File: src/rtl/mash_recomb_pkg.sv
// Package: shared mode encoding and decoded analog settings.
// Assumes a two-bit mode code; code 3 is decoded like standard.
package mash_recomb_pkg;

    typedef enum logic [1:0] {
        MODE_LOW   = 2'b00,
        MODE_STD   = 2'b01,
        MODE_HIRES = 2'b10,
        MODE_RSV   = 2'b11
    } mode_e;

    typedef struct packed {
        logic       order4;
        logic [1:0] rate;
        logic       bw_wide;
        logic [1:0] bias;
    } cfg_t;

    // Maps an operating mode to loop order, rate, bandwidth and bias codes.
    function automatic cfg_t decode_mode(input mode_e m);
        cfg_t c;
        case (m)
            MODE_LOW:   c = '{order4: 1'b0, rate: 2'd0, bw_wide: 1'b0, bias: 2'd0};
            MODE_HIRES: c = '{order4: 1'b1, rate: 2'd2, bw_wide: 1'b1, bias: 2'd2};
            default:    c = '{order4: 1'b1, rate: 2'd1, bw_wide: 1'b1, bias: 2'd1};
        endcase
        return c;
    endfunction

endpackage

File: src/rtl/mash_mode_ctl.sv
// Mode control: holds the active mode and accepts a new request only on a
// sample strobe. A change clears the filter and starts a warm-up of WARM
// processed samples during which output valid stays low.
// Assumes smp_tick is a one-cycle strobe in the block's clock domain.
module mash_mode_ctl
    import mash_recomb_pkg::*;
#(
    parameter int WARM = 2
) (
    input  logic       clk,
    input  logic       rst_n,
    input  logic [1:0] mode_sel,
    input  logic       smp_tick,
    output mode_e      mode_q,
    output logic       proc_en,
    output logic       hist_clr,
    output logic       valid_q
);
    localparam int CW = $clog2(WARM + 1);

    logic [CW-1:0] warm_q;
    logic          change;

    // Detect a mode request that differs from the active mode at a strobe.
    always_comb begin
        change   = smp_tick && (mode_e'(mode_sel) != mode_q);
        hist_clr = change;
        proc_en  = smp_tick && !change;
    end

    // Active-mode register, warm-up counter and output-valid flag.
    always_ff @(posedge clk) begin
        if (!rst_n) begin
            mode_q  <= MODE_LOW;
            warm_q  <= '0;
            valid_q <= 1'b0;
        end else begin
            valid_q <= proc_en && (warm_q == CW'(WARM));
            if (change) begin
                mode_q <= mode_e'(mode_sel);
                warm_q <= '0;
            end else if (proc_en && (warm_q != CW'(WARM))) begin
                warm_q <= warm_q + CW'(1);
            end
        end
    end

    AST_MODE_ONLY_ON_TICK: assert property (@(posedge clk) disable iff (!rst_n)
        !smp_tick |=> $stable(mode_q));
    AST_CHANGE_INVALID: assert property (@(posedge clk) disable iff (!rst_n)
        change |=> !valid_q);
    AST_VALID_AFTER_TICK: assert property (@(posedge clk) disable iff (!rst_n)
        !smp_tick |=> !valid_q);

endmodule

File: src/rtl/mash_recomb_filt.sv
// Recombination filter: in fourth order it forms
// a[n-2] + b[n] - 2 b[n-1] + b[n-2], with bits mapped to +1 or -1.
// In second order it passes the stage-2 bit through.
// Assumes hist_clr and proc_en are never high together.
module mash_recomb_filt #(
    parameter int OUT_W = 4
) (
    input  logic                    clk,
    input  logic                    rst_n,
    input  logic                    proc_en,
    input  logic                    hist_clr,
    input  logic                    order4,
    input  logic                    s1_bit,
    input  logic                    s2_bit,
    output logic signed [OUT_W-1:0] y_word,
    output logic                    y_bit
);
    localparam int PEAK = 5;

    logic signed [1:0]       a_d1, a_d2, b_d1, b_d2;
    logic signed [1:0]       a_now, b_now;
    logic signed [OUT_W-1:0] sum;

    // Map bits to +1 or -1 and form the merged sum.
    always_comb begin
        a_now = s1_bit ? 2'sb01 : 2'sb11;
        b_now = s2_bit ? 2'sb01 : 2'sb11;
        sum   = OUT_W'(a_d2) + OUT_W'(b_now) - (OUT_W'(b_d1) <<< 1) + OUT_W'(b_d2);
    end

    // Delay line and output registers.
    always_ff @(posedge clk) begin
        if (!rst_n || hist_clr) begin
            a_d1   <= '0;
            a_d2   <= '0;
            b_d1   <= '0;
            b_d2   <= '0;
            y_word <= '0;
            y_bit  <= 1'b0;
        end else if (proc_en) begin
            if (order4) begin
                y_word <= sum;
                y_bit  <= 1'b0;
                a_d1   <= a_now;
                a_d2   <= a_d1;
                b_d1   <= b_now;
                b_d2   <= b_d1;
            end else begin
                y_word <= '0;
                y_bit  <= s2_bit;
            end
        end
    end

    AST_WORD_RANGE: assert property (@(posedge clk) disable iff (!rst_n)
        (y_word <= OUT_W'(PEAK)) && (y_word >= -OUT_W'(PEAK)));
    AST_SECOND_ORDER_ZERO: assert property (@(posedge clk) disable iff (!rst_n)
        (proc_en && !order4) |=> (y_word == '0));
    AST_HOLD_BETWEEN: assert property (@(posedge clk) disable iff (!rst_n)
        (!proc_en && !hist_clr) |=> ($stable(y_word) && $stable(y_bit)));

endmodule

File: src/rtl/mash_recomb.sv
// Top: recombination back end of a reconfigurable two-stage cascade.
// Ties mode control, settings decode and the recombination filter together.
// Assumes the stage bits are valid whenever smp_tick is high.
module mash_recomb
    import mash_recomb_pkg::*;
#(
    parameter int OUT_W = 4,
    parameter int WARM  = 2
) (
    input  logic             clk,
    input  logic             rst_n,
    input  logic [1:0]       mode_sel,
    input  logic             smp_tick,
    input  logic             s1_bit,
    input  logic             s2_bit,
    output logic [OUT_W-1:0] y_word,
    output logic             y_bit,
    output logic             y_valid,
    output logic             order4,
    output logic [1:0]       rate_code,
    output logic             bw_wide,
    output logic [1:0]       bias_code,
    output logic             s1_enable,
    output logic             s1_input_sel,
    output logic             tap_merged
);
    mode_e                   mode_q;
    logic                    proc_en, hist_clr;
    cfg_t                    cfg;
    logic signed [OUT_W-1:0] word_s;

    mash_mode_ctl #(.WARM(WARM)) u_ctl (
        .clk      (clk),
        .rst_n    (rst_n),
        .mode_sel (mode_sel),
        .smp_tick (smp_tick),
        .mode_q   (mode_q),
        .proc_en  (proc_en),
        .hist_clr (hist_clr),
        .valid_q  (y_valid)
    );

    // Decode the active mode into analog-side settings and selectors.
    always_comb begin
        cfg          = decode_mode(mode_q);
        order4       = cfg.order4;
        rate_code    = cfg.rate;
        bw_wide      = cfg.bw_wide;
        bias_code    = cfg.bias;
        s1_enable    = cfg.order4;
        s1_input_sel = cfg.order4;
        tap_merged   = cfg.order4;
    end

    mash_recomb_filt #(.OUT_W(OUT_W)) u_filt (
        .clk      (clk),
        .rst_n    (rst_n),
        .proc_en  (proc_en),
        .hist_clr (hist_clr),
        .order4   (cfg.order4),
        .s1_bit   (s1_bit),
        .s2_bit   (s2_bit),
        .y_word   (word_s),
        .y_bit    (y_bit)
    );

    assign y_word = word_s;

    AST_LOW_MODE_SETTINGS: assert property (@(posedge clk) disable iff (!rst_n)
        (mode_q == MODE_LOW) |-> (!s1_enable && rate_code == 2'd0 && bias_code == 2'd0));
    AST_FOURTH_NO_BIT: assert property (@(posedge clk) disable iff (!rst_n)
        (y_valid && order4) |-> !y_bit);

endmodule

File: config.mk
export PLATFORM = sky130hd
export DESIGN_NAME = mash_recomb
export DESIGN_NICKNAME = d
export VERILOG_FILES = /design/src/rtl/mash_recomb_pkg.sv /design/src/rtl/mash_mode_ctl.sv /design/src/rtl/mash_recomb_filt.sv /design/src/rtl/mash_recomb.sv
export SDC_FILE = /design/constraint.sdc
export NUM_CORES = 1
export LEC_CHECK = 0
export ABC_AREA = 1
export BUFFER_PORTS_ARGS = -buffer_cell sky130_fd_sc_hd__buf_2
export CORE_UTILIZATION = 55
export CTS_CLUSTER_DIAMETER = 200
export DETAILED_ROUTE_END_ITERATION = 6
export PLACE_DENSITY = 0.9
export RECOVER_POWER = 25
export SYNTH_ARGS = -nofsm -noshare
export SYNTH_HDL_FRONTEND = slang
export SYNTH_SLANG_ARGS = --single-unit
File: constraint.sdc
create_clock -name clk -period 4.1 [get_ports clk]
set_input_delay 0.82 -clock clk [delete_from_list [all_inputs] [get_ports clk]]
set_output_delay 0.82 -clock clk [all_outputs]
set_load 0.005 [all_outputs]
==> impl_metrics.env, run 1 <==
export IMPL_run_status="complete, no violations"
export IMPL_timing_hold_worst_endpoint="u_ctl.warm_q[0]$_SDFFE_PP0P_"
export IMPL_drt_initial_drc_count=33
export IMPL_power_leakage_nw=0.5002
export IMPL_final_max_slew_violation_count=0
export IMPL_grt_max_degree=10
export IMPL_power_per_cell_area_nw_per_um2=304.9
export IMPL_chipHeight_um=43.20
export IMPL_floorplan_initialDensity_pct=60.55
export IMPL_critical_path_startpoint="s2_bit"
export IMPL_multi_input_comb_area_um2=437.9
export IMPL_final_hold_viol_count=0
export IMPL_grt_total_usage_pct=20.47
export IMPL_grt_pass1_wl_mm=2.842
export IMPL_number_of_warning_messages_in_the_yosys_log=0
export IMPL_nNetsFinal=152
export IMPL_die_w_um=43.20
export IMPL_layout_area_seq_um2=320.3
export IMPL_drcViolationCount=0
export IMPL_worstSetupEndpointType="flip-flop"
export IMPL_layout_worst_path_cycle_share_pct=63.22
export IMPL_regToRegStartpoint="u_filt.b_d2[1]$_SDFFE_PP0P_"
export IMPL_floorplan_core_area_um2=1541
export IMPL_row_count=14
export IMPL_netlist_area_um2=933.4
export IMPL_gp_congestion=0.7478
export IMPL_routed_wire_length_per_instance_um=10.82
export IMPL_ant_nets=0
export IMPL_reg2reg_slack_ns=1.74
export IMPL_rr_endpoint="u_filt.y_word[3]$_SDFFE_PP0P_"
export IMPL_place_port_buffers=21
export IMPL_layout_commonest_cell="sky130_fd_sc_hd__nand2_1"
export IMPL_dpl_hpwl_mm=1.395
export IMPL_clock_root_buffer_master="sky130_fd_sc_hd__clkbuf_4"
export IMPL_design_power_total_mw=0.3048
export IMPL_dieArea_um2=1866
export IMPL_num_antenna_cells=0
export IMPL_worstHoldStart="u_ctl.warm_q[0]$_SDFFE_PP0P_"
export IMPL_max_cap_violations=0
export IMPL_first_global_vias=715
export IMPL_syn_nets=133
export IMPL_tightest_slew_margin_relative_to_the_limit_pct=59.60
export IMPL_synth_instances=119
export IMPL_cts_buffers=3
export IMPL_final_cell_mix="sky130_fd_sc_hd__nand2_1, sky130_fd_sc_hd__inv_1, sky130_fd_sc_hd__buf_2"
export IMPL_critPathLaunchType="input pin"
export IMPL_htree_levels=1
export IMPL_globalRouteOverflowTotal=0
export IMPL_avgSynthCellArea_um2=7.844
export IMPL_vias_per_cell=5.105
export IMPL_setup_tns_ns=0
export IMPL_clkLatencyLatePin_ns=0.29
export IMPL_worstSetupPathType="in -> reg"
export IMPL_post_cts_resized_instances=0
export IMPL_finalClockSkew_ns=0.008759
export IMPL_routed_wl_mm=1.644
export IMPL_final_setup_viol_count=0
export IMPL_grt_setup_unrepaired="no"
export IMPL_critical_path_required_ns=4.29
export IMPL_timing_hold_worst_class="reg -> reg"
export IMPL_pin_count=22
export IMPL_final_layout_size_suffix_gt1_share_pct=25.00
export IMPL_cts_tree="built"
export IMPL_layout_overhead_on_the_synthesized_area_pct=7.105
export IMPL_clkTransAtPathRegs_ns=0.09
export IMPL_cts_path_max_buffers=2
export IMPL_crit_path_max_fanout=4
export IMPL_synthDistinctLibCells=23
export IMPL_timing_critical_path_arrival_ns=2.78
export IMPL_fmaxAchievable_ghz=0.3858
export IMPL_ys_seq_elements=16
export IMPL_drt_pre_antenna_iters=4
export IMPL_fill_cells=144
export IMPL_worst_pin_slew_ns=0.6038
export IMPL_ir_worst_vdd_uv=250.7
export IMPL_layout_min_cycle_time_ns=2.592
export IMPL_share_of_the_yosys_chip_area_belonging_to_registers_pct=34.32
export IMPL_cts_num_sinks=16
export IMPL_post_cts_setup_buffers=0
export IMPL_routed_via_count=776
export IMPL_cts_hold_fix_buffers=0
export IMPL_grt_antenna_before_repair=0
export IMPL_worst_hold_path_num_cells=2
export IMPL_worstRegToRegCells=8
## synthesized netlist by cell type
cell / n / share of area, %
sky130_fd_sc_hd__nand3_1: 4 / 2.1
sky130_fd_sc_hd__nor3_1: 1 / 0.54
sky130_fd_sc_hd__buf_4: 6 / 4.8
sky130_fd_sc_hd__fa_1: 4 / 8.6
sky130_fd_sc_hd__dfxtp_1: 16 / 34
sky130_fd_sc_hd__o21ai_1: 5 / 2.7
sky130_fd_sc_hd__buf_2: 1 / 0.54
sky130_fd_sc_hd__a21oi_4: 1 / 1.7
sky130_fd_sc_hd__inv_2: 3 / 1.2
sky130_fd_sc_hd__nand3_2: 1 / 1.1
sky130_fd_sc_hd__nor2_1: 13 / 5.2
sky130_fd_sc_hd__a21oi_2: 4 / 3.8
sky130_fd_sc_hd__nand2_2: 1 / 0.67
sky130_fd_sc_hd__nand3_4: 1 / 1.9
sky130_fd_sc_hd__nor2_8: 1 / 2.1
sky130_fd_sc_hd__xnor2_2: 1 / 1.7
sky130_fd_sc_hd__inv_4: 1 / 0.67
sky130_fd_sc_hd__o21a_1: 1 / 0.80
sky130_fd_sc_hd__nand2_1: 23 / 9.2
sky130_fd_sc_hd__ha_1: 3 / 4.0
sky130_fd_sc_hd__a21oi_1: 5 / 2.7
sky130_fd_sc_hd__o21ai_0: 2 / 1.1
sky130_fd_sc_hd__inv_1: 21 / 8.4
## report_power, final
group,leakage [nW],switching [mW],internal [mW]
registers,0.130,0.00403,0.160
logic,0.357,0.0370,0.0240
clock network,0.0138,0.0460,0.0341
## registers in the layout, indices dropped and copies added, names as in the netlist
name,count
u_ctl.mode_q,2
u_filt.y_bit,1
u_filt.a_d1,1
u_filt.b_d1,2
u_filt.y_word,4
u_ctl.warm_q,2
u_filt.b_d2,2
u_filt.a_d2,1
u_ctl.valid_q,1
## per-layer routing
metal  global-route usage [%]  vias up  wire length, µm
met5                        0        -                0
met4                    9.697        0               29
met3                    5.957        6               68
met2                    35.22       18              853
met1                    22.79      358              693
li1                         -      394                -
## worst max-delay path, cell delays in order
cell	delay [ns]
sky130_fd_sc_hd__buf_2	0.14
sky130_fd_sc_hd__fa_1	0.61
sky130_fd_sc_hd__fa_1	0.46
sky130_fd_sc_hd__fa_1	0.45
sky130_fd_sc_hd__inv_1	0.07
sky130_fd_sc_hd__nand3_1	0.09
sky130_fd_sc_hd__nand3_2	0.09
sky130_fd_sc_hd__a21oi_2	0.05
## worst max-delay path by stage
stage                                          to  slack [ns]
global route        u_filt.y_word[3]$_SDFFE_PP0P_        1.46
detailed placement  u_filt.y_word[3]$_SDFFE_PP0P_        1.21
floorplan           u_filt.y_word[2]$_SDFFE_PP0P_        1.43
finish              u_filt.y_word[3]$_SDFFE_PP0P_        1.51
global placement    u_filt.y_word[2]$_SDFFE_PP0P_        1.27
CTS                 u_filt.y_word[3]$_SDFFE_PP0P_        1.51
## metrics by stage
stage,hold slack (ns),utilization [%],setup slack (ns),instance area (µm²),std cells
after floorplan,0.4342,-,1.432,933.4,119
final,0.4641,64.85,1.508,999.7,152
after detailed placement,0.4502,65.42,1.212,1008,149
after global routing,0.4744,64.85,1.463,999.7,152
after CTS,0.4631,66.88,1.509,1031,152
after global placement,0.4422,65.42,1.275,1008,149
## final cells by class
cell class	instances	area share, %
Inverter	25	9.637
Tap cell	16	2.003
Timing Repair Buffer	21	10.26
Sequential cell	16	32.04
Multi-Input combinational cell	71	43.80
Clock buffer	3	2.253
## cell families after synthesis
kind of cell | count (synthesis) | share of synthesized area, %
buffers and inverters | 32 | 15.68
AND/OR/NAND/NOR | 45 | 22.92
XOR/XNOR | 1 | 1.743
AO/OA/AOI/OAI | 18 | 12.73
adder cells (fa/ha/maj) | 7 | 12.60
flip-flops | 16 | 34.32
(Power assumes the default switching activity.)
==> run 2, diff against run 1 <==
CORE_UTILIZATION = 51   (was 55)
PLACE_DENSITY = 0.85   (was 0.9)
clock period = 2.5 ns   (was 4.1 ns; I/O delays follow)
==> impl_metrics.env, run 2 (same netlist as run 1, synthesis figures left out) <==
export IMPL_layout_commonest_cell="sky130_fd_sc_hd__nand2_1"
export IMPL_dpl_hpwl_mm=1.309
export IMPL_gp_congestion=0.8379
export IMPL_post_cts_resized_instances=0
export IMPL_power_per_cell_area_nw_per_um2=521.0
export IMPL_cts_path_max_buffers=2
export IMPL_post_cts_setup_buffers=0
export IMPL_finished_core_util_pct=61.16
export IMPL_final_max_slew_violation_count=0
export IMPL_crit_path_max_fanout=3
export IMPL_reg2reg_slack_ns=0.18
export IMPL_timing_hold_worst_class="in -> reg"
export IMPL_dp_cells=160
export IMPL_worst_path_most_repeated_cell="sky130_fd_sc_hd__fa_1"
export IMPL_layout_min_cycle_time_ns=2.319
export IMPL_cts_num_sinks=16
export IMPL_tightest_slew_margin_relative_to_the_limit_pct=69.56
export IMPL_fmaxAchievable_ghz=0.4312
export IMPL_worstRegToRegCells=8
export IMPL_drcViolationCount=0
export IMPL_worst_path_max_delay_cell="sky130_fd_sc_hd__fa_1"
export IMPL_critical_path_startpoint="u_filt.b_d2[1]$_SDFFE_PP0P_"
export IMPL_fin_worst_hold_slack_ns=0.4572
export IMPL_layout_overhead_on_the_synthesized_area_pct=13.14
export IMPL_post_route_worst_setup_slack_ns=0.1808
export IMPL_grt_setup_unrepaired="no"
export IMPL_first_global_vias=698
export IMPL_timing_critical_path_arrival_ns=2.51
export IMPL_die_w_um=44.78
export IMPL_ir_worst_vdd_uv=515.6
export IMPL_floorplan_initialDensity_pct=54.06
export IMPL_finalClockSkew_ns=0.003125
export IMPL_nNetsFinal=154
export IMPL_grt_max_degree=10
export IMPL_clkTransAtPathRegs_ns=0.09
export IMPL_power_leakage_nw=0.5318
export IMPL_row_count=15
export IMPL_finish_cell_count_without_fillers=164
export IMPL_critical_path_required_ns=2.69
export IMPL_detailroute_wirelength_met2_um=829
export IMPL_top_signal_layer_used="met4"
export IMPL_cts_buffers=3
export IMPL_drt_pre_antenna_iters=6
export IMPL_drt_initial_drc_count=15
export IMPL_clock_root_buffer_master="sky130_fd_sc_hd__clkbuf_4"
export IMPL_largest_register="u_filt.y_word"
export IMPL_final_layout_size_suffix_gt1_share_pct=27.34
export IMPL_run_status="complete, no violations"
export IMPL_final_hold_viol_count=0
export IMPL_cts_hold_fix_buffers=0
export IMPL_cts_tree="built"
export IMPL_routed_wl_mm=1.636
export IMPL_worstSetupEndpointType="flip-flop"
export IMPL_max_cap_violations=0
export IMPL_floorplan_core_area_um2=1727
export IMPL_pin_count=22
export IMPL_routed_wire_length_per_instance_um=9.976
export IMPL_grt_antenna_before_repair=0
export IMPL_globalRouteOverflowTotal=0
export IMPL_final_cell_mix="sky130_fd_sc_hd__nand2_1, sky130_fd_sc_hd__inv_1, sky130_fd_sc_hd__buf_2"
export IMPL_routed_via_count=777
export IMPL_htree_levels=1
export IMPL_met3RoutedLength_um=96
export IMPL_cp_slowest_stage_delay_ns=0.56
export IMPL_final_setup_viol_count=0
export IMPL_worstSetupPathType="reg -> reg"
export IMPL_grt_total_usage_pct=19.55
export IMPL_critPathLaunchType="flip-flop"
export IMPL_regToRegStartpoint="u_filt.b_d2[1]$_SDFFE_PP0P_"
export IMPL_dieArea_um2=2005
export IMPL_met1Wirelength_um=690
export IMPL_layout_worst_path_cycle_share_pct=92.77
export IMPL_cp_cell_sequence="inv_1 -> fa_1 -> fa_1 -> fa_1 -> inv_1 -> nand3_1 -> nand3_2 -> a21oi_2"
export IMPL_num_antenna_cells=0
export IMPL_ant_nets=0
export IMPL_worst_pin_slew_ns=0.4553
export IMPL_vias_per_cell=4.738
export IMPL_dp_slack_ns=-0.06977
export IMPL_setup_worst_path_end="u_filt.y_word[3]$_SDFFE_PP0P_"
export IMPL_rr_endpoint="u_filt.y_word[3]$_SDFFE_PP0P_"
export IMPL_clkLatencyLatePin_ns=0.29
export IMPL_largest_reg_flops=4
export IMPL_place_port_buffers=21
export IMPL_grt_pass1_wl_mm=2.815
export IMPL_chipHeight_um=44.78
==> run 2: cell types whose count changed in the layout (fill, tap and decap cells not counted) <==
| cell | delta |
|---|---|
| sky130_fd_sc_hd__buf_4 | +2 |
| sky130_fd_sc_hd__clkbuf_8 | +1 |
| sky130_fd_sc_hd__nor2_1 | -1 |
| sky130_fd_sc_hd__nor2_8 | +1 |
==> run 2: report_power, final <==
part | total (mW) | switching, mW | internal (mW)
clock network | 0.174 | 0.0849 | 0.0888
logic | 0.108 | 0.0640 | 0.0441
registers | 0.268 | 0.00637 | 0.262
total | 0.550 | 0.155 | 0.395
==> run 2: worst max-delay path: cells and delay by family (launching register included) <==
| family | cells | cell delay (ns) |
|---|---|---|
| adders and majority gates | 3 | 1.48 |
| and+or+nand+nor | 2 | 0.19 |
| buffers and inverters | 2 | 0.14 |
| AOI/OAI and AO/OA | 1 | 0.04 |
| DFF | 1 | 0.37 |
==> run 2: how the worst min path moves through the flow <==
stage / from / to / depth (start not counted)
floorplan: u_ctl.warm_q[1]$_SDFFE_PP0P_ / u_ctl.warm_q[1]$_SDFFE_PP0P_ / 2
global placement: u_ctl.warm_q[1]$_SDFFE_PP0P_ / u_ctl.warm_q[1]$_SDFFE_PP0P_ / 2
detailed placement: u_ctl.warm_q[0]$_SDFFE_PP0P_ / u_ctl.warm_q[0]$_SDFFE_PP0P_ / 2
CTS: rst_n / u_ctl.mode_q[0]$_SDFFE_PN0P_ / 3
global route: rst_n / u_ctl.mode_q[0]$_SDFFE_PN0P_ / 3
finish: rst_n / u_ctl.mode_q[0]$_SDFFE_PN0P_ / 3
==> run 2: cell type report <==
cell class | count | area [µm²]
multi-input cells | 71 | 454.2
inverters | 25 | 96.34
flip-flops and latches | 16 | 320.3
well taps | 25 | 31.28
fillers | 175 | 670.6
repair buffers | 23 | 117.6
clock buffers | 4 | 36.28
==> run 2: per-layer routing <==
metal | track usage, % | up-vias
met5 | 0 | -
met4 | 7.273 | 0
met3 | 6.400 | 2
met2 | 35.29 | 23
met1 | 21.16 | 354
li1 | - | 398
==> run 2: per-stage QoR <==
stage / instance area (µm²) / setup TNS [ns] / total power, mW
final: 1056 / 0 / 0.5502
after global routing: 1056 / 0 / 0.5825
after CTS: 1071 / 0 / 0.5631
after detailed placement: 1035 / -0.09651 / 0.3857
after global placement: 1035 / 0 / 0.3810
after floorplan: 933.4 / 0 / 0.3594
==> run 3, diff against run 2 <==
BUFFER_PORTS_ARGS = -buffer_cell sky130_fd_sc_hd__clkbuf_2   (was -buffer_cell sky130_fd_sc_hd__buf_2)
==> impl_metrics.env, run 3 (same netlist as run 1, synthesis figures left out) <==
export IMPL_grt_max_degree=10
export IMPL_reg2reg_slack_ns=0.17
export IMPL_worstHoldStart="rst_n"
export IMPL_htree_levels=1
export IMPL_grt_pass1_wl_mm=2.677
export IMPL_num_antenna_cells=0
export IMPL_pin_count=22
export IMPL_floorplan_initialDensity_pct=54.06
export IMPL_crit_path_max_fanout=3
export IMPL_worstSetupEndpointType="flip-flop"
export IMPL_grt_setup_unrepaired="no"
export IMPL_swShare_pct=28.60
export IMPL_regToRegStartpoint="u_filt.b_d2[1]$_SDFFE_PP0P_"
export IMPL_p_sw_mw=0.1581
export IMPL_routed_wl_mm=1.666
export IMPL_vias_per_cell=4.610
export IMPL_setup_worst_path_end="u_filt.y_word[3]$_SDFFE_PP0P_"
export IMPL_clkLatencyLatePin_ns=0.30
export IMPL_layout_min_cycle_time_ns=2.329
export IMPL_fill_cells=177
export IMPL_first_global_vias=663
export IMPL_grt_antenna_before_repair=0
export IMPL_post_cts_resized_instances=0
export IMPL_pwr_share_clk_pct=31.8
export IMPL_ir_worst_vdd_uv=411.3
export IMPL_ant_nets=0
export IMPL_gp_congestion=0.8555
export IMPL_layout_commonest_cell="sky130_fd_sc_hd__nand2_1"
export IMPL_largest_reg_flops=4
export IMPL_worst_path_max_delay_cell="sky130_fd_sc_hd__fa_1"
export IMPL_row_count=15
export IMPL_nNetsFinal=154
export IMPL_cts_buffers=3
export IMPL_place_port_buffers=21
export IMPL_fmaxAchievable_ghz=0.4293
export IMPL_dpl_hpwl_mm=1.331
export IMPL_layout_overhead_on_the_synthesized_area_pct=13.00
export IMPL_cp_cell_sequence="inv_1 -> fa_1 -> fa_1 -> fa_1 -> inv_1 -> nand3_1 -> nand3_2 -> a21oi_2"
export IMPL_clkTransAtPathRegs_ns=0.10
export IMPL_critical_path_required_ns=2.70
export IMPL_final_cell_mix="sky130_fd_sc_hd__nand2_1, sky130_fd_sc_hd__inv_1, sky130_fd_sc_hd__clkbuf_2"
export IMPL_final_setup_viol_count=0
export IMPL_worstRegToRegCells=8
export IMPL_rr_endpoint="u_filt.y_word[3]$_SDFFE_PP0P_"
export IMPL_cp_buffers_inverters=2
export IMPL_run_status="complete, no violations"
export IMPL_grt_total_usage_pct=19.07
export IMPL_seq_power_share_pct=48.6
export IMPL_power_per_cell_area_nw_per_um2=524.0
export IMPL_floorplan_core_area_um2=1727
export IMPL_dp_cells=160
export IMPL_layout_worst_path_cycle_share_pct=93.17
export IMPL_internal_power_mw=0.3946
export IMPL_dieArea_um2=2005
export IMPL_drt_pre_antenna_iters=4
export IMPL_post_route_worst_setup_slack_ns=0.1707
export IMPL_fin_worst_hold_slack_ns=0.4575
export IMPL_critical_path_startpoint="u_filt.b_d2[1]$_SDFFE_PP0P_"
export IMPL_max_cap_violations=0
export IMPL_dp_slack_ns=-0.07260
export IMPL_die_w_um=44.78
export IMPL_multi_input_comb_area_um2=454.2
export IMPL_post_cts_setup_buffers=0
export IMPL_largest_register="u_filt.y_word"
export IMPL_chipHeight_um=44.78
export IMPL_cts_num_sinks=16
export IMPL_final_max_slew_violation_count=0
export IMPL_final_layout_size_suffix_gt1_share_pct=26.62
export IMPL_routed_wire_length_per_instance_um=10.16
export IMPL_combPwrFrac_pct=19.6
export IMPL_worst_pin_slew_ns=0.4529
export IMPL_number_of_gates_on_the_worst_path_with_buffers_counted=8
export IMPL_final_hold_viol_count=0
export IMPL_cp_slowest_stage_delay_ns=0.56
export IMPL_finish_cell_count_without_fillers=164
export IMPL_cts_hold_fix_buffers=0
export IMPL_drt_initial_drc_count=6
export IMPL_worstSetupPathType="reg -> reg"
export IMPL_tightest_slew_margin_relative_to_the_limit_pct=69.72
export IMPL_cts_tree="built"
export IMPL_finalClockSkew_ns=0.007783
export IMPL_critPathLaunchType="flip-flop"
export IMPL_worst_path_dominant_cell_family="adder cells"
export IMPL_power_leakage_nw=0.5241
export IMPL_timing_hold_worst_class="in -> reg"
export IMPL_layout_area_seq_um2=320.3
export IMPL_clock_root_buffer_master="sky130_fd_sc_hd__clkbuf_4"
export IMPL_routed_via_count=756
export IMPL_worst_path_most_repeated_cell="sky130_fd_sc_hd__fa_1"
export IMPL_timing_critical_path_arrival_ns=2.53
export IMPL_drcViolationCount=0
export IMPL_cts_path_max_buffers=2
export IMPL_globalRouteOverflowTotal=0
[run 3: area by class of cell]
type / count / share of cell area [%]
inverters: 25 / 9.134
repair buffers: 23 / 11.03
clock buffers: 4 / 3.440
flip-flops and latches: 16 / 30.37
well taps: 25 / 2.966
multi-input cells: 71 / 43.06
[run 3: power by group through the flow]
| stage | Clock, mW | Combinational (mW) | Sequential [mW] |
|---|---|---|---|
| 6_report | 0.176 | 0.109 | 0.269 |
| 5_1_grt | 0.188 | 0.123 | 0.270 |
| 4_1_cts | 0.181 | 0.112 | 0.269 |
| 3_5_place_dp | 0 | 0.112 | 0.275 |
| 3_3_place_gp | 0 | 0.107 | 0.274 |
| 2_1_floorplan | 0 | 0.0864 | 0.273 |
[run 3: metrics by stage]
step	TNS, ns	area, µm²	power [mW]	util, %
2_1_floorplan	0	933.4	0.3594	-
3_3_place_gp	0	1035	0.3814	59.93
3_5_place_dp	-0.1078	1035	0.3865	59.93
4_1_cts	0	1071	0.5618	62.03
5_1_grt	0	1055	0.5801	61.09
6_report	0	1055	0.5527	61.09
[run 3: how the worst min path moves through the flow]
stage,endpoint,slack (ns),cells after the start
2_1_floorplan,u_ctl.warm_q[1]$_SDFFE_PP0P_,0.43,2
3_3_place_gp,u_ctl.warm_q[1]$_SDFFE_PP0P_,0.44,2
3_5_place_dp,u_ctl.warm_q[1]$_SDFFE_PP0P_,0.46,2
4_1_cts,u_ctl.mode_q[0]$_SDFFE_PN0P_,0.44,3
5_1_grt,u_ctl.mode_q[1]$_SDFFE_PN0P_,0.47,3
6_report,u_ctl.mode_q[0]$_SDFFE_PN0P_,0.46,3
[run 3: worst register-to-register path, cell delays in order (launching register included)]
cell and delay, ns:
sky130_fd_sc_hd__dfxtp_1 0.38, sky130_fd_sc_hd__inv_1 0.07, sky130_fd_sc_hd__fa_1 0.56, sky130_fd_sc_hd__fa_1 0.45, sky130_fd_sc_hd__fa_1 0.46, sky130_fd_sc_hd__inv_1 0.08
sky130_fd_sc_hd__nand3_1 0.09, sky130_fd_sc_hd__nand3_2 0.09, sky130_fd_sc_hd__a21oi_2 0.05
[run 3: routing by layer]
metal,vias up,global-route usage (%),wire length [µm]
li1,398,-,-
met2,27,32.65,817
met3,4,2.400,102
met5,-,0,0
met1,327,21.52,691
met4,0,14.55,55
